<file path="config.mk">
export PLATFORM = sky130hd
export DESIGN_NAME = iso_retire_ctrl
export DESIGN_NICKNAME = d
export VERILOG_FILES = /design/src/rtl/iso_retire_pkg.sv /design/src/rtl/iso_mult_counter.sv /design/src/rtl/iso_byte_budget.sv /design/src/rtl/iso_retire_ctrl.sv
export SDC_FILE = /design/constraint.sdc
export NUM_CORES = 1
export LEC_CHECK = 0
export CAP_MARGIN = 10
export CELL_PAD_IN_SITES_DETAIL_PLACEMENT = 1
export CELL_PAD_IN_SITES_GLOBAL_PLACEMENT = 1
export CORE_ASPECT_RATIO = 2
export CORE_UTILIZATION = 30
export DETAILED_ROUTE_END_ITERATION = 8
export PLACE_DENSITY_LB_ADDON = 0.1
export RECOVER_POWER = 100
export SYNTH_ARGS = -nofsm -noshare
export SYNTH_HDL_FRONTEND = slang
export SYNTH_SLANG_ARGS = --single-unit
</file>
<file path="constraint.sdc">
create_clock -name clk -period 3 [get_ports clk]
set_input_delay 0.6 -clock clk [delete_from_list [all_inputs] [get_ports clk]]
set_output_delay 0.6 -clock clk [all_outputs]
set_load 0.02 [all_outputs]
</file>
<file path="src/rtl/iso_retire_pkg.sv">
package iso_retire_pkg;

    typedef enum logic [1:0] {
        PID_DATA0 = 2'd0,
        PID_DATA1 = 2'd1,
        PID_DATA2 = 2'd2,
        PID_MDATA = 2'd3
    } pid_e;

    typedef enum logic [1:0] {
        ST_IDLE  = 2'd0,
        ST_ARMED = 2'd1,
        ST_LIVE  = 2'd2
    } ep_state_e;

    typedef struct packed {
        logic txn_err;
        logic buf_err;
        logic nxt_req;
    } flags_t;

    function automatic logic [1:0] pick_mult(input logic [1:0] ovr, input logic [1:0] ep);
        if (ovr != 2'd0)
            return ovr;
        else if (ep != 2'd0)
            return ep;
        else
            return 2'd1;
    endfunction

endpackage

</file>
<file path="src/rtl/iso_mult_counter.sv">
module iso_mult_counter
    import iso_retire_pkg::*;
(
    input  logic       clk,
    input  logic       rst,
    input  logic       load,
    input  logic [1:0] load_val,
    input  logic       step,
    output logic [1:0] cnt,
    output logic [1:0] seen
);

    always_ff @(posedge clk) begin
        if (rst) begin
            cnt  <= 2'd0;
            seen <= 2'd0;
        end else if (load) begin
            cnt  <= load_val;
            seen <= 2'd0;
        end else if (step) begin
            cnt  <= cnt - 2'd1;
            seen <= seen + 2'd1;
        end
    end

    assert_no_underflow_R4: assert property (@(posedge clk) disable iff (rst)
        step |-> (cnt != 2'd0));

endmodule

</file>
<file path="src/rtl/iso_byte_budget.sv">
module iso_byte_budget #(
    parameter int BYTE_W = 16,
    parameter int PKT_W  = 11
) (
    input  logic              clk,
    input  logic              rst,
    input  logic              load,
    input  logic [BYTE_W-1:0] load_val,
    input  logic              consume,
    input  logic [PKT_W-1:0]  pkt_bytes,
    input  logic [PKT_W-1:0]  max_pkt,
    output logic [BYTE_W-1:0] left,
    output logic              over_max,
    output logic              over_budget
);

    logic [BYTE_W-1:0] bytes_ext;

    assign bytes_ext   = BYTE_W'(pkt_bytes);
    assign over_max    = pkt_bytes > max_pkt;
    assign over_budget = bytes_ext > left;

    always_ff @(posedge clk) begin
        if (rst)
            left <= '0;
        else if (load)
            left <= load_val;
        else if (consume)
            left <= over_budget ? '0 : left - bytes_ext;
    end

    assert_budget_shrinks_R10: assert property (@(posedge clk) disable iff (rst)
        !load |=> (left <= $past(left)));

endmodule

</file>
<file path="src/rtl/iso_retire_ctrl.sv">
module iso_retire_ctrl
    import iso_retire_pkg::*;
#(
    parameter int BYTE_W = 16,
    parameter int PKT_W  = 11,
    parameter int FRM_W  = 11
) (
    input  logic              clk,
    input  logic              rst,
    input  logic [1:0]        dtd_mult_ovr,
    input  logic [BYTE_W-1:0] dtd_byte_total,
    input  logic [1:0]        ep_mult,
    input  logic [PKT_W-1:0]  ep_max_pkt,
    input  logic              ep_is_tx,
    input  logic              prime,
    input  logic              sof,
    input  logic [FRM_W-1:0]  frame_idx,
    input  logic              pkt_valid,
    input  logic [1:0]        pkt_pid,
    input  logic [PKT_W-1:0]  pkt_bytes,
    input  logic              pkt_crc_bad,
    output logic              retire,
    output logic              txn_err,
    output logic              buf_err,
    output logic [BYTE_W-1:0] bytes_left,
    output logic              next_req,
    output logic              stray_pkt
);

    ep_state_e        state;
    flags_t           flags;
    logic [FRM_W-1:0] last_frm;
    logic [FRM_W-1:0] target_frm;
    logic [1:0]       cnt;
    logic [1:0]       seen;
    logic             over_max;
    logic             over_budget;
    logic             pkt_take;
    logic             open_hit;
    logic             reload;
    logic             finishing;
    logic             is_rx;

    assign is_rx     = !ep_is_tx;
    assign pkt_take  = pkt_valid && (state == ST_LIVE) && !sof && !prime;
    assign open_hit  = sof && !prime && (state == ST_ARMED) && (frame_idx == target_frm);
    assign reload    = open_hit || (sof && !prime && (state == ST_LIVE) && (seen == 2'd0));
    assign finishing = (cnt == 2'd1) || (is_rx && (pid_e'(pkt_pid) != PID_MDATA));

    iso_mult_counter u_cnt (
        .clk      (clk),
        .rst      (rst),
        .load     (reload),
        .load_val (pick_mult(dtd_mult_ovr, ep_mult)),
        .step     (pkt_take),
        .cnt      (cnt),
        .seen     (seen)
    );

    iso_byte_budget #(.BYTE_W(BYTE_W), .PKT_W(PKT_W)) u_budget (
        .clk         (clk),
        .rst         (rst),
        .load        (prime),
        .load_val    (dtd_byte_total),
        .consume     (pkt_take),
        .pkt_bytes   (pkt_bytes),
        .max_pkt     (ep_max_pkt),
        .left        (bytes_left),
        .over_max    (over_max),
        .over_budget (over_budget)
    );

    always_ff @(posedge clk) begin
        if (rst) begin
            state      <= ST_IDLE;
            flags      <= '0;
            last_frm   <= '0;
            target_frm <= '0;
            retire     <= 1'b0;
            stray_pkt  <= 1'b0;
        end else begin
            retire    <= 1'b0;
            stray_pkt <= pkt_valid && !pkt_take;
            if (sof)
                last_frm <= frame_idx;
            if (prime) begin
                state      <= ST_ARMED;
                target_frm <= last_frm + FRM_W'(1);
                flags      <= '0;
            end else if (sof) begin
                if (open_hit) begin
                    state <= ST_LIVE;
                end else if ((state == ST_LIVE) && (seen != 2'd0)) begin
                    flags.txn_err <= 1'b1;
                    flags.nxt_req <= 1'b1;
                    retire        <= 1'b1;
                    state         <= ST_IDLE;
                end
            end else if (pkt_take) begin
                if (is_rx && pkt_crc_bad)
                    flags.txn_err <= 1'b1;
                if (is_rx && (over_max || over_budget))
                    flags.buf_err <= 1'b1;
                if (finishing) begin
                    flags.nxt_req <= 1'b1;
                    retire        <= 1'b1;
                    state         <= ST_IDLE;
                end
            end
        end
    end

    assign txn_err  = flags.txn_err;
    assign buf_err  = flags.buf_err;
    assign next_req = flags.nxt_req;

    assert_retire_single_R4: assert property (@(posedge clk) disable iff (rst)
        retire |=> !retire);

    assert_retire_requests_R6: assert property (@(posedge clk) disable iff (rst)
        retire |-> next_req);

    assert_txn_hold_R11: assert property (@(posedge clk) disable iff (rst)
        (txn_err && !prime) |=> txn_err);

    assert_buf_hold_R11: assert property (@(posedge clk) disable iff (rst)
        (buf_err && !prime) |=> buf_err);

    assert_stray_no_effect_R12: assert property (@(posedge clk) disable iff (rst)
        (stray_pkt && !$past(prime)) |-> $stable(bytes_left));

endmodule

</file>
==> results by group, run 1 <==
Cells and area
  – Layout area overhead: 39.6%
  – Layout Utilization: between 40% and 50%
  – FILL cells: between 1,000 and 1,500
  – Finished Cell Area: 4370 um2
  – Ant. Diodes: 0
  – Fin nets: approximately 580
  – Proportion of layout cells with a drive suffix above 1: 7.07%
  – Area of the multi-input gates: ~2000 um2
  – Reg area: 981 um2

STA
  – Clock skew: 0.00640 ns
  – Final min period: 2.88 ns
  – Final Slew Violations: 0
  – Final setup violation count: 0
  – Period Utilization, post-route: slightly below 100%
  – Worst hold slack: roughly 0.45 ns
  – Slew headroom: about a third
  – Fmax: 0.347 GHz
  – RSZ-0062 raised after global routing: no
  – Final Hold Viols: 0
  – Worst-margin pin slew: 0.994 ns
  – Final WS setup: 0.115 ns

Status
  – Status: completed

Routing
  – WL/cell: about 16 um
  – Vias per inst: roughly 5.0
  – Initial DRC Count: 78
  – Remaining antenna violation count: 0
  – Vias: between 3,000 and 4,000
  – # DRC: 0
  – Post-Route WL: roughly 10 mm
  – DR pass1 iterations: 3

Run
  – Max-Cap Viols: 0

Place
  – DP Worst Slack: -0.238 ns
  – Gpl congestion: 0.771
  – Cell Area, Placed: 4240 um2
  – # port buffers: 82
  – HPWL Detailed: just over 8 mm

Power
  – Tot Pwr: around 1.7 mW
  – Peak supply drop: between 0.2 and 0.3 mV
  – Leak: between 1.5 and 2 nW
  – Pwr dens: between 300 and 400 nW/um2

Yosys
  – Mean Syn Cell Area: about 7.9 um2
  – Cell Area, Synth: roughly 3100 um2
  – Asr flop ratio synth: 0%
  – Area leader, netlist: dfxtp_1
  – Register area share after synthesis: a little under a third
  – Syn Inst Count: 398
  – Seq cells post-synth: between 40 and 50
  – EDFF count, synth: 0
  – Synth unique cells: 53
  – Top_reg_cell synth: dfxtp_1
  – Mapped Nets: 486
  – Synthesis Warnings: 0
  – Yosys top cell area share: a little under a third
  – Top post-synthesis cells by area: dfxtp_1 31%, ha_1 10%, nor2_1 7.8%

Critical path
  – Largest fanout on the critical path: 2
  – CP required: 3.24 ns
  – Slowest cell on crit path: clkdlybuf4s50_1
  – Crit path cell chain: clkdlybuf4s50_1, ha_1, fa_1, nand2b_4, a21oi_2, o211ai_1, a31o_2, or3_4, o32a_1, nand2_1
  – CP arrival: around 3.1 ns
  – Critical path origin: pkt_bytes[0]
  – Worst Setup Start Kind: input pin
  – Reg2Reg Depth: 10
  – FF-to-FF setup slack: approximately 0.46 ns
  – Crit end category: flop
  – Reg2reg end: u_budget.left[12]$_SDFFE_PP0P_
  – Critical path class: in -> reg
  – FF-to-FF Start: u_budget.left[0]$_SDFFE_PP0P_
  – Critical path's largest stage delay: approximately 0.42 ns

Die
  – DIE HEIGHT: approximately 150 um
  – Ports: 83
  – Placement Rows: 52
  – Core Area: roughly 10,000 um2
  – Horiz. Die Dim: 74.2 um
  – Initial cell density of the core: about 30%
  – Full die area: about 11,000 um2

Global routing
  – First-pass GRT wire length: between 15 and 20 mm
  – Initial antenna violation count: 0
  – Number of global-route vias before repair: 3,424
  – Grt total ovfl: 0
  – Largest net degree at the start of global routing: 44
  – GR Util All Layers: between 10% and 20%

Hold path
  – Min-delay src: next_req$_SDFFE_PP0P_
  – HP Class: reg -> reg
  – Worst hold path endpoint: next_req$_SDFFE_PP0P_
  – Hold Path Stages: 2

CTS
  – Clock Pin Slew Worst Setup and Hold Paths: ~0.07 ns
  – Clk sinks: 49
  – Clk Latency, worst-skew pair: around 0.29 ns
  – CTS root buffer: clkbuf_16
  – Clk buf depth: 2
  – CTS HTree Levels: 2
  – CTS buffer count: 5
  – CTS tree: yes
==> area by class of cell <==
class	count	area share, %
inverter	33	2.83
timing repair buffer	105	22.4
multi-input combinational	300	44.8
clock buffer	7	3.49
clock inverter	1	0.115
tap	135	3.86
sequential	49	22.4
==> power breakdown <==
part           total [mW]  internal [mW]  switching (mW)  leakage (nW)
clock               0.610          0.354           0.256        0.0799
combinational       0.417          0.218           0.199          1.41
sequential          0.712          0.682          0.0296         0.403
==> timing repair <==
action	CTS	global route
endpoints found under the setup margin	0	1
gates resized for setup	0	1
hold buffers	0	0
buffers inserted	0	0
==> layout by cell type (no fill, tap or decap), drive strengths merged, types with 5 or more instances in the layout <==
| cell | Yosys | routed |
|---|---|---|
| nor2 | 66 | 66 |
| clkdlybuf4s50 | 0 | 57 |
| dfxtp | 49 | 49 |
| nand2 | 35 | 35 |
| inv | 33 | 33 |
| a21oi | 26 | 26 |
| ha | 25 | 25 |
| dlygate4sd3 | 0 | 24 |
| buf | 7 | 16 |
| xor2 | 15 | 15 |
| clkbuf | 9 | 15 |
| mux2i | 13 | 13 |
| o21ai | 13 | 13 |
| xnor2 | 11 | 11 |
| nand3 | 9 | 9 |
| a211oi | 9 | 9 |
| a221oi | 7 | 7 |
| or3 | 7 | 7 |
| nor2b | 7 | 7 |
| o21a | 5 | 5 |
==> logic make-up after synthesis <==
family | share of synthesized area [%]
AND/OR/NAND/NOR | 22.8
flip-flops | 31.3
AO/OA/AOI/OAI | 17.9
XOR/XNOR | 7.27
adder cells (fa/ha/maj) | 10.6
buffers and inverters | 5.92
multiplexers | 4.16
==> synthesized netlist by cell type, types with 2 or more instances <==
cell type	count
nor2_1	65
dfxtp_1	49
nand2_1	35
inv_1	33
a21oi_1	25
ha_1	25
xor2_1	15
mux2i_1	13
o21ai_0	13
xnor2_1	11
a211oi_1	9
clkbuf_1	9
nand3_1	9
a221oi_1	7
buf_1	6
nor2b_1	6
or3_1	6
o21a_1	5
a311oi_1	4
nand2b_1	4
nor3_1	4
o22ai_1	4
and3_1	3
nor4_1	3
o211ai_1	3
a21boi_0	2
a31oi_1	2
nand4_1	2
o31a_1	2
==> state kept, by name (all words and copies together) (netlist names) <==
register / count
u_budget.left: 16
last_frm: 11
target_frm: 11
state: 2
u_cnt.cnt: 2
u_cnt.seen: 2
buf_err: 1
next_req: 1
retire: 1
stray_pkt: 1
txn_err: 1
==> layer usage <==
metal / share of wire [%] / global-route usage, %
met1: 34 / 17.0
met2: 60 / 40.0
met3: 3.1 / 2.90
met4: 3.0 / 8.02
met5: 0 / 0
==> through the flow <==
step / setup TNS [ns] / cells
finish: 0 / 630
global route: 0 / 630
CTS: 0 / 630
detailed placement: -2.18 / 622
global placement: -1.44 / 622
floorplan: 0 / 398
==> worst max-delay path: cells and delay by family <==
family | cells | cell delay [ns]
AO/OA/AOI/OAI | 4 | 0.91
buffers and inverters | 1 | 0.42
AND/OR/NAND/NOR | 3 | 0.56
adder cells (fa/ha/maj) | 2 | 0.63
==> worst max path at each step <==
stage                                     end  slack, ns  cells after the start
6_report       u_budget.left[12]$_SDFFE_PP0P_       0.12                     10
3_3_place_gp   u_budget.left[12]$_SDFFE_PP0P_      -0.22                     10
2_1_floorplan  u_budget.left[12]$_SDFFE_PP0P_       0.33                      9
5_1_grt        u_budget.left[12]$_SDFFE_PP0P_       0.01                     10
4_1_cts        u_budget.left[12]$_SDFFE_PP0P_       0.06                     10
3_5_place_dp   u_budget.left[12]$_SDFFE_PP0P_      -0.24                     10
(Power assumes the default switching activity.)
==> inputs of run 2 (changes only) <==
--- a/config.mk
+++ b/config.mk
@@ -8,7 +8,6 @@
 export CAP_MARGIN = 10
 export CELL_PAD_IN_SITES_DETAIL_PLACEMENT = 1
 export CELL_PAD_IN_SITES_GLOBAL_PLACEMENT = 1
-export CORE_ASPECT_RATIO = 2
 export CORE_UTILIZATION = 30
 export DETAILED_ROUTE_END_ITERATION = 8
 export PLACE_DENSITY_LB_ADDON = 0.1
==> results by group, run 2 (synthesis results as in run 1) <==
Status
  – Status: completed

Critical path
  – Largest fanout on the critical path: 3 (+1)
  – Critical path's largest stage delay: 0.43 ns (about the same)
  – Critical path origin: pkt_bytes[0]
  – Worst Setup Start Kind: input pin
  – FF-to-FF setup slack: 0.43 ns (-0.03 ns)
  – Setup crit end: u_budget.left[12]$_SDFFE_PP0P_
  – CP required: 3.26 ns (+0.02 ns)
  – FF-to-FF Start: u_budget.left[0]$_SDFFE_PP0P_
  – Slowest cell on crit path: clkdlybuf4s50_1
  – CP arrival: 3.14 ns (about the same)
  – Crit end category: flop
  – Critical path class: in -> reg
  – Reg2Reg Depth: 10 (unchanged)
  – Reg2reg end: u_budget.left[12]$_SDFFE_PP0P_
  – Crit path cell chain: clkdlybuf4s50_1, ha_2, fa_1, nand2b_1, a21oi_2, o211ai_1, a31o_2, or3_1, o32a_1, nand2_1

Die
  – Full die area: 10,800 um2 (-0.23%)
  – Core Area: 9950 um2 (-1.9%)
  – DIE HEIGHT: 104 um (-29%)
  – Placement Rows: 36 (-31%)
  – Ports: 83 (unchanged)
  – Horiz. Die Dim: 104 um (+40%)
  – Initial cell density of the core: 31.4% (+0.60 points)

Cells and area
  – Biggest register: u_budget.left
  – Layout area overhead: 37.1%
  – FILL cells: 1,223 (-3.2%)
  – Most common cell after layout, fill and taps aside: nor2_1
  – Highest-count cells in the layout ignoring fill and taps: 66 x nor2_1, 58 x clkdlybuf4s50_1, 49 x dfxtp_1, 35 x nand2_1, 33 x inv_1
  – Largest register FFs: 16 (unchanged)
  – Ant. Diodes: 0 (unchanged)
  – Biggest regs: u_budget.left: 16 flops, last_frm: 11 flops, target_frm: 11 flops
  – Fin nets: 580 (-0.34%)
  – Layout Utilization: 43.1% (about the same)
  – Non-Filler Instances: 626 (-0.63%)
  – Finished Cell Area: 4290 um2 (-1.8%)
  – Proportion of layout cells with a drive suffix above 1: 6.29% (-0.78 points)

STA
  – Worst hold slack: 0.471 ns (+0.0202 ns)
  – Clock skew: 0.00562 ns (-0.000775 ns)
  – Final WS setup: 0.118 ns (+0.00257 ns)
  – Worst-margin pin slew: 1.27 ns (+0.276 ns)
  – Final Slew Violations: 0 (unchanged)
  – Final setup violation count: 0 (unchanged)
  – Slew headroom: 15.4% (-18 points)
  – Period Utilization, post-route: 96.1% (about the same)
  – Final min period: 2.88 ns (-0.00257 ns)
  – TNS Setup: 0 ns (unchanged)
  – RSZ-0062 raised after global routing: no
  – Fmax: 0.347 GHz (about the same)
  – Final Hold Viols: 0 (unchanged)

Global routing
  – Number of global-route vias before repair: 3,291 (-3.9%)
  – Largest net degree at the start of global routing: 42 (-4.5%)
  – Grt total ovfl: 0 (unchanged)
  – First-pass GRT wire length: 15.6 mm (-1.4%)
  – Initial antenna violation count: 0 (unchanged)
  – GR Util All Layers: 17.7% (-1.7 points)

CTS
  – Clk sinks: 49 (unchanged)
  – CTS HTree Levels: 2 (unchanged)
  – Clk Latency, worst-skew pair: 0.31 ns (+0.02 ns)
  – Clk buf depth: 2 (unchanged)
  – CTS tree: yes
  – Clock Pin Slew Worst Setup and Hold Paths: 0.10 ns (+0.03 ns)
  – CTS buffer count: 5 (unchanged)
  – CTS root buffer: clkbuf_8

Run
  – Max-Cap Viols: 0 (unchanged)

Hold path
  – HP Class: reg -> reg

Routing
  – Vias: 3,056 (-3.4%)
  – Initial DRC Count: 110 (+41%)
  – WL/cell: 14.6 um (-9.6%)
  – DR pass1 iterations: 4 (+1)
  – Remaining antenna violation count: 0 (unchanged)
  – # DRC: 0 (unchanged)
  – Post-Route WL: 9.11 mm (-10%)
  – Vias per inst: 4.88 (-2.8%)

Place
  – DP Worst Slack: -0.282 ns (-0.0433 ns)
  – Cell Area, Placed: 4200 um2 (-0.89%)
  – Gpl congestion: 0.807 (+4.6%)
  – # port buffers: 82 (unchanged)
  – HPWL Detailed: 7.28 mm (-11%)
  – Cell total after placement: 617 (-0.80%)

Power
  – Peak supply drop: 0.196 mV (-33%)
  – Tot Pwr: 1.63 mW (-6.4%)
  – Pwr dens: 379 nW/um2 (-4.6%)
  – Leak: 1.84 nW (-2.4%)
-- run 2: cell types whose count changed in the layout (fill, tap and decap cells not counted), sizes merged --
cell and change:
dlygate4sd3 -1, clkdlybuf4s50 +1, clkbuf -3, bufinv +1
clkinv -1, clkinvlp +1
-- run 2: power breakdown --
group	internal, mW	switching [mW]	leakage (nW)
registers	0.682	0.0296	0.403
logic	0.213	0.189	1.38
clock network	0.272	0.243	0.0574
total	1.17	0.461	1.84
-- run 2: worst max-delay path: cells and delay by family --
family                     cells  cell delay [ns]
AOI/OAI and AO/OA              4             0.95
adders and majority gates      2             0.59
and+or+nand+nor                3             0.58
buffers and inverters          1             0.43
-- run 2: worst min path at each step --
stage / startpoint / to / slack, ns / cells after the start
floorplan: u_cnt.seen[1]$_SDFFE_PP0P_ / u_cnt.seen[1]$_SDFFE_PP0P_ / 0.43 / 2
global placement: u_cnt.seen[1]$_SDFFE_PP0P_ / u_cnt.seen[1]$_SDFFE_PP0P_ / 0.44 / 2
finish: next_req$_SDFFE_PP0P_ / next_req$_SDFFE_PP0P_ / 0.47 / 2
CTS: u_cnt.seen[1]$_SDFFE_PP0P_ / u_cnt.seen[1]$_SDFFE_PP0P_ / 0.47 / 2
global route: u_cnt.seen[1]$_SDFFE_PP0P_ / u_cnt.seen[1]$_SDFFE_PP0P_ / 0.50 / 2
detailed placement: u_cnt.seen[1]$_SDFFE_PP0P_ / u_cnt.seen[1]$_SDFFE_PP0P_ / 0.46 / 2
-- run 2: routing by layer --
layer	global-route usage [%]	share of wire (%)
met3	2.51	2.8
met5	0	0
met1	22.7	49
met2	31.6	47
met4	3.37	0.71
-- run 2: area by class of cell --
cell class	count	area (um2)	share of cell area (%)
Timing Repair Buffer	103	952	22.2
Clock inverter	2	37.5	0.875
Inverter	33	124	2.89
Tap cell	133	166	3.88
Clock buffer	6	82.6	1.92
Multi-Input combinational cell	300	1950	45.4
Sequential cell	49	981	22.9
-- run 2: repair_timing --
action / CTS / global route
hold buffers: 0 / 0
hold endpoints to repair: 0 / 0
setup buffers: 0 / 1
gates resized for setup: 0 / 1
endpoints found under the setup margin: 0 / 3
==> inputs of run 3 (changes only) <==
--- a/config.mk
+++ b/config.mk
@@ -8,8 +8,10 @@
 export CAP_MARGIN = 10
 export CELL_PAD_IN_SITES_DETAIL_PLACEMENT = 1
 export CELL_PAD_IN_SITES_GLOBAL_PLACEMENT = 1
+export CORE_ASPECT_RATIO = 0.8
 export CORE_UTILIZATION = 30
 export DETAILED_ROUTE_END_ITERATION = 8
+export MAX_ROUTING_LAYER = met4
 export PLACE_DENSITY_LB_ADDON = 0.1
 export RECOVER_POWER = 100
 export SYNTH_ARGS = -nofsm -noshare
==> results by group, run 3 (synthesis results as in run 1) <==
Status
  – Status: finished with violations
  – Failing checks: capacitance limit, slew limit

Routing
  – Vias: 3,066 (+0.33%)
  – DR pass1 iterations: 4 (unchanged)
  – Vias per inst: 4.90 (+0.33%)
  – WL/cell: 14.8 um (+1.9%)
  – Post-Route WL: 9.29 mm (+1.9%)
  – # DRC: 0 (unchanged)
  – Remaining antenna violation count: 0 (unchanged)
  – Initial DRC Count: 130 (+18%)

Global routing
  – Grt total ovfl: 0 (unchanged)
  – First-pass GRT wire length: 15.2 mm (-2.9%)
  – Initial antenna violation count: 0 (unchanged)
  – Number of global-route vias before repair: 2,993 (-9.1%)
  – GR Util All Layers: 18.6% (+0.85 points)
  – Largest net degree at the start of global routing: 34 (-19%)

Cells and area
  – Finished Cell Area: 4340 um2 (+1.1%)
  – Largest register FFs: 16 (unchanged)
  – Biggest register: u_budget.left
  – Biggest regs: u_budget.left: 16 flops, last_frm: 11 flops, target_frm: 11 flops
  – Proportion of layout cells with a drive suffix above 1: 6.33% (+0.038 points)
  – Highest-count cells in the layout ignoring fill and taps: 66 x nor2_1, 58 x clkdlybuf4s50_1, 49 x dfxtp_1, 35 x nand2_1, 33 x inv_1
  – Ant. Diodes: 0 (unchanged)
  – Layout area overhead: 38.5%
  – Fin nets: 578 (-0.34%)
  – Most common cell after layout, fill and taps aside: nor2_1

Critical path
  – Worst Setup Start Kind: input pin
  – Reg2reg end: u_budget.left[12]$_SDFFE_PP0P_
  – Top delay family on crit path: compound AO/OA/AOI/OAI gates
  – Largest fanout on the critical path: 3 (unchanged)
  – Critical path class: in -> reg
  – Crit path cell chain: clkdlybuf4s50_1, ha_1, fa_2, nand2b_4, a21oi_2, o211ai_1, a31o_2, or3_1, o32a_1, nand2_1
  – FF-to-FF Start: u_budget.left[0]$_SDFFE_PP0P_
  – Reg2Reg Depth: 10 (unchanged)
  – Crit end category: flop
  – CP required: 3.24 ns (-0.02 ns)
  – FF-to-FF setup slack: 0.52 ns (+0.09 ns)
  – Critical path's largest stage delay: 0.42 ns (about the same)
  – Critical path buffers and inverters: 1 (unchanged)
  – Slowest cell on crit path: clkdlybuf4s50_1
  – CP arrival: 3.09 ns (-0.05 ns)

Run
  – Max-Cap Viols: 1 (+1)

CTS
  – Clock Pin Slew Worst Setup and Hold Paths: 0.07 ns (-0.03 ns)
  – Clk Latency, worst-skew pair: 0.29 ns (-0.02 ns)
  – CTS HTree Levels: 2 (unchanged)
  – CTS root buffer: clkbuf_16
  – Clk buf depth: 2 (unchanged)
  – CTS buffer count: 5 (unchanged)
  – CTS tree: yes
  – Clk sinks: 49 (unchanged)

Die
  – Ports: 83 (unchanged)
  – DIE HEIGHT: 93.4 um (-10%)
  – Core Area: 9890 um2 (-0.65%)
  – Placement Rows: 32 (-11%)
  – Horiz. Die Dim: 116 um (+12%)
  – Initial cell density of the core: 31.7% (+0.21 points)
  – Full die area: 10,800 um2 (about the same)

STA
  – Final setup violation count: 0 (unchanged)
  – Final Hold Viols: 0 (unchanged)
  – RSZ-0062 raised after global routing: no
  – Final Slew Violations: 34 (+34)
  – Slew headroom: -3.89% (-19 points)
  – Final min period: 2.85 ns (-0.0303 ns)
  – Period Utilization, post-route: 95.1% (-1.0 points)
  – Final WS setup: 0.148 ns (+0.0303 ns)
  – Clock skew: 0.00652 ns (+0.000892 ns)
  – Fmax: 0.351 GHz (+1.1%)
  – Worst-margin pin slew: 1.56 ns (+0.289 ns)

Place
  – Cell Area, Placed: 4200 um2 (about the same)
  – # port buffers: 82 (unchanged)
  – Gpl congestion: 0.796 (-1.3%)
  – DP Worst Slack: -0.253 ns (+0.0285 ns)
  – HPWL Detailed: 7.29 mm (+0.14%)

Hold path
  – HP Class: reg -> reg
  – Hold Path Stages: 2 (unchanged)
  – Worst hold path endpoint: u_cnt.seen[1]$_SDFFE_PP0P_
  – Min-delay src: u_cnt.seen[1]$_SDFFE_PP0P_

Power
  – Leak: 1.86 nW (+1.1%)
  – Peak supply drop: 0.167 mV (-15%)
  – Pwr dens: 390 nW/um2 (+2.8%)
==> run 3: changes by cell type in the layout (fill, tap and decap cells not counted), sizes merged <==
cell	change
buf	+1
bufinv	-1
clkbuf	-3
==> run 3: report_power, final <==
part           internal, mW  total [mW]  switching (mW)
Sequential            0.682       0.713          0.0307
Combinational         0.214       0.405           0.191
Clock                 0.328       0.573           0.246
Total                  1.22        1.69           0.467
==> run 3: area by class of cell <==
class / count / area, um2
Multi-Input combinational cell: 300 / 1950
Clock buffer: 6 / 139
Tap cell: 136 / 170
Inverter: 33 / 124
Sequential cell: 49 / 981
Clock inverter: 1 / 7.51
Fill cell: 1242 / 5550
Timing Repair Buffer: 101 / 960
==> run 3: per-layer routing <==
metal / up-vias / track usage, % / share of wire [%]
met5: - / - / 0
li1: 1561 / - / -
met2: 66 / 28.6 / 44
met3: 2 / 2.72 / 3.8
met4: 0 / 2.88 / 0.25
met1: 1437 / 26.1 / 52
==> run 3: how the worst max path moves through the flow <==
stage	startpoint	endpoint	slack [ns]	cells past startpoint
detailed placement	pkt_bytes[0]	u_budget.left[12]$_SDFFE_PP0P_	-0.25	10
global placement	pkt_bytes[0]	u_budget.left[12]$_SDFFE_PP0P_	-0.23	10
CTS	pkt_bytes[0]	u_budget.left[12]$_SDFFE_PP0P_	0.04	10
global route	pkt_bytes[0]	u_budget.left[12]$_SDFFE_PP0P_	0.03	10
floorplan	pkt_bytes[0]	u_budget.left[12]$_SDFFE_PP0P_	0.33	9
finish	pkt_bytes[0]	u_budget.left[12]$_SDFFE_PP0P_	0.15	10
==> run 3: per-stage QoR <==
stage	utilization, %	power [mW]	cells	hold slack [ns]	setup TNS (ns)
floorplan	-	0.949	398	0.432	0
global placement	42.5	1.13	618	0.441	-0.748
detailed placement	42.5	1.14	618	0.454	-1.01
CTS	44.0	1.72	625	0.465	0
global route	43.8	1.79	626	0.493	0
finish	43.8	1.69	626	0.465	0
==> run 3: tightest hold or removal path, stage by stage (launching register included) <==
cell	delay, ns
dfxtp_1	0.32
nand2_1	0.06
a21oi_1	0.05
==> run 3: repair_timing <==
item | in CTS | in global routing
setup buffers | 0 | 1
hold buffers | 0 | 0
resized for setup | 0 | 2
setup endpoints to repair | 0 | 1
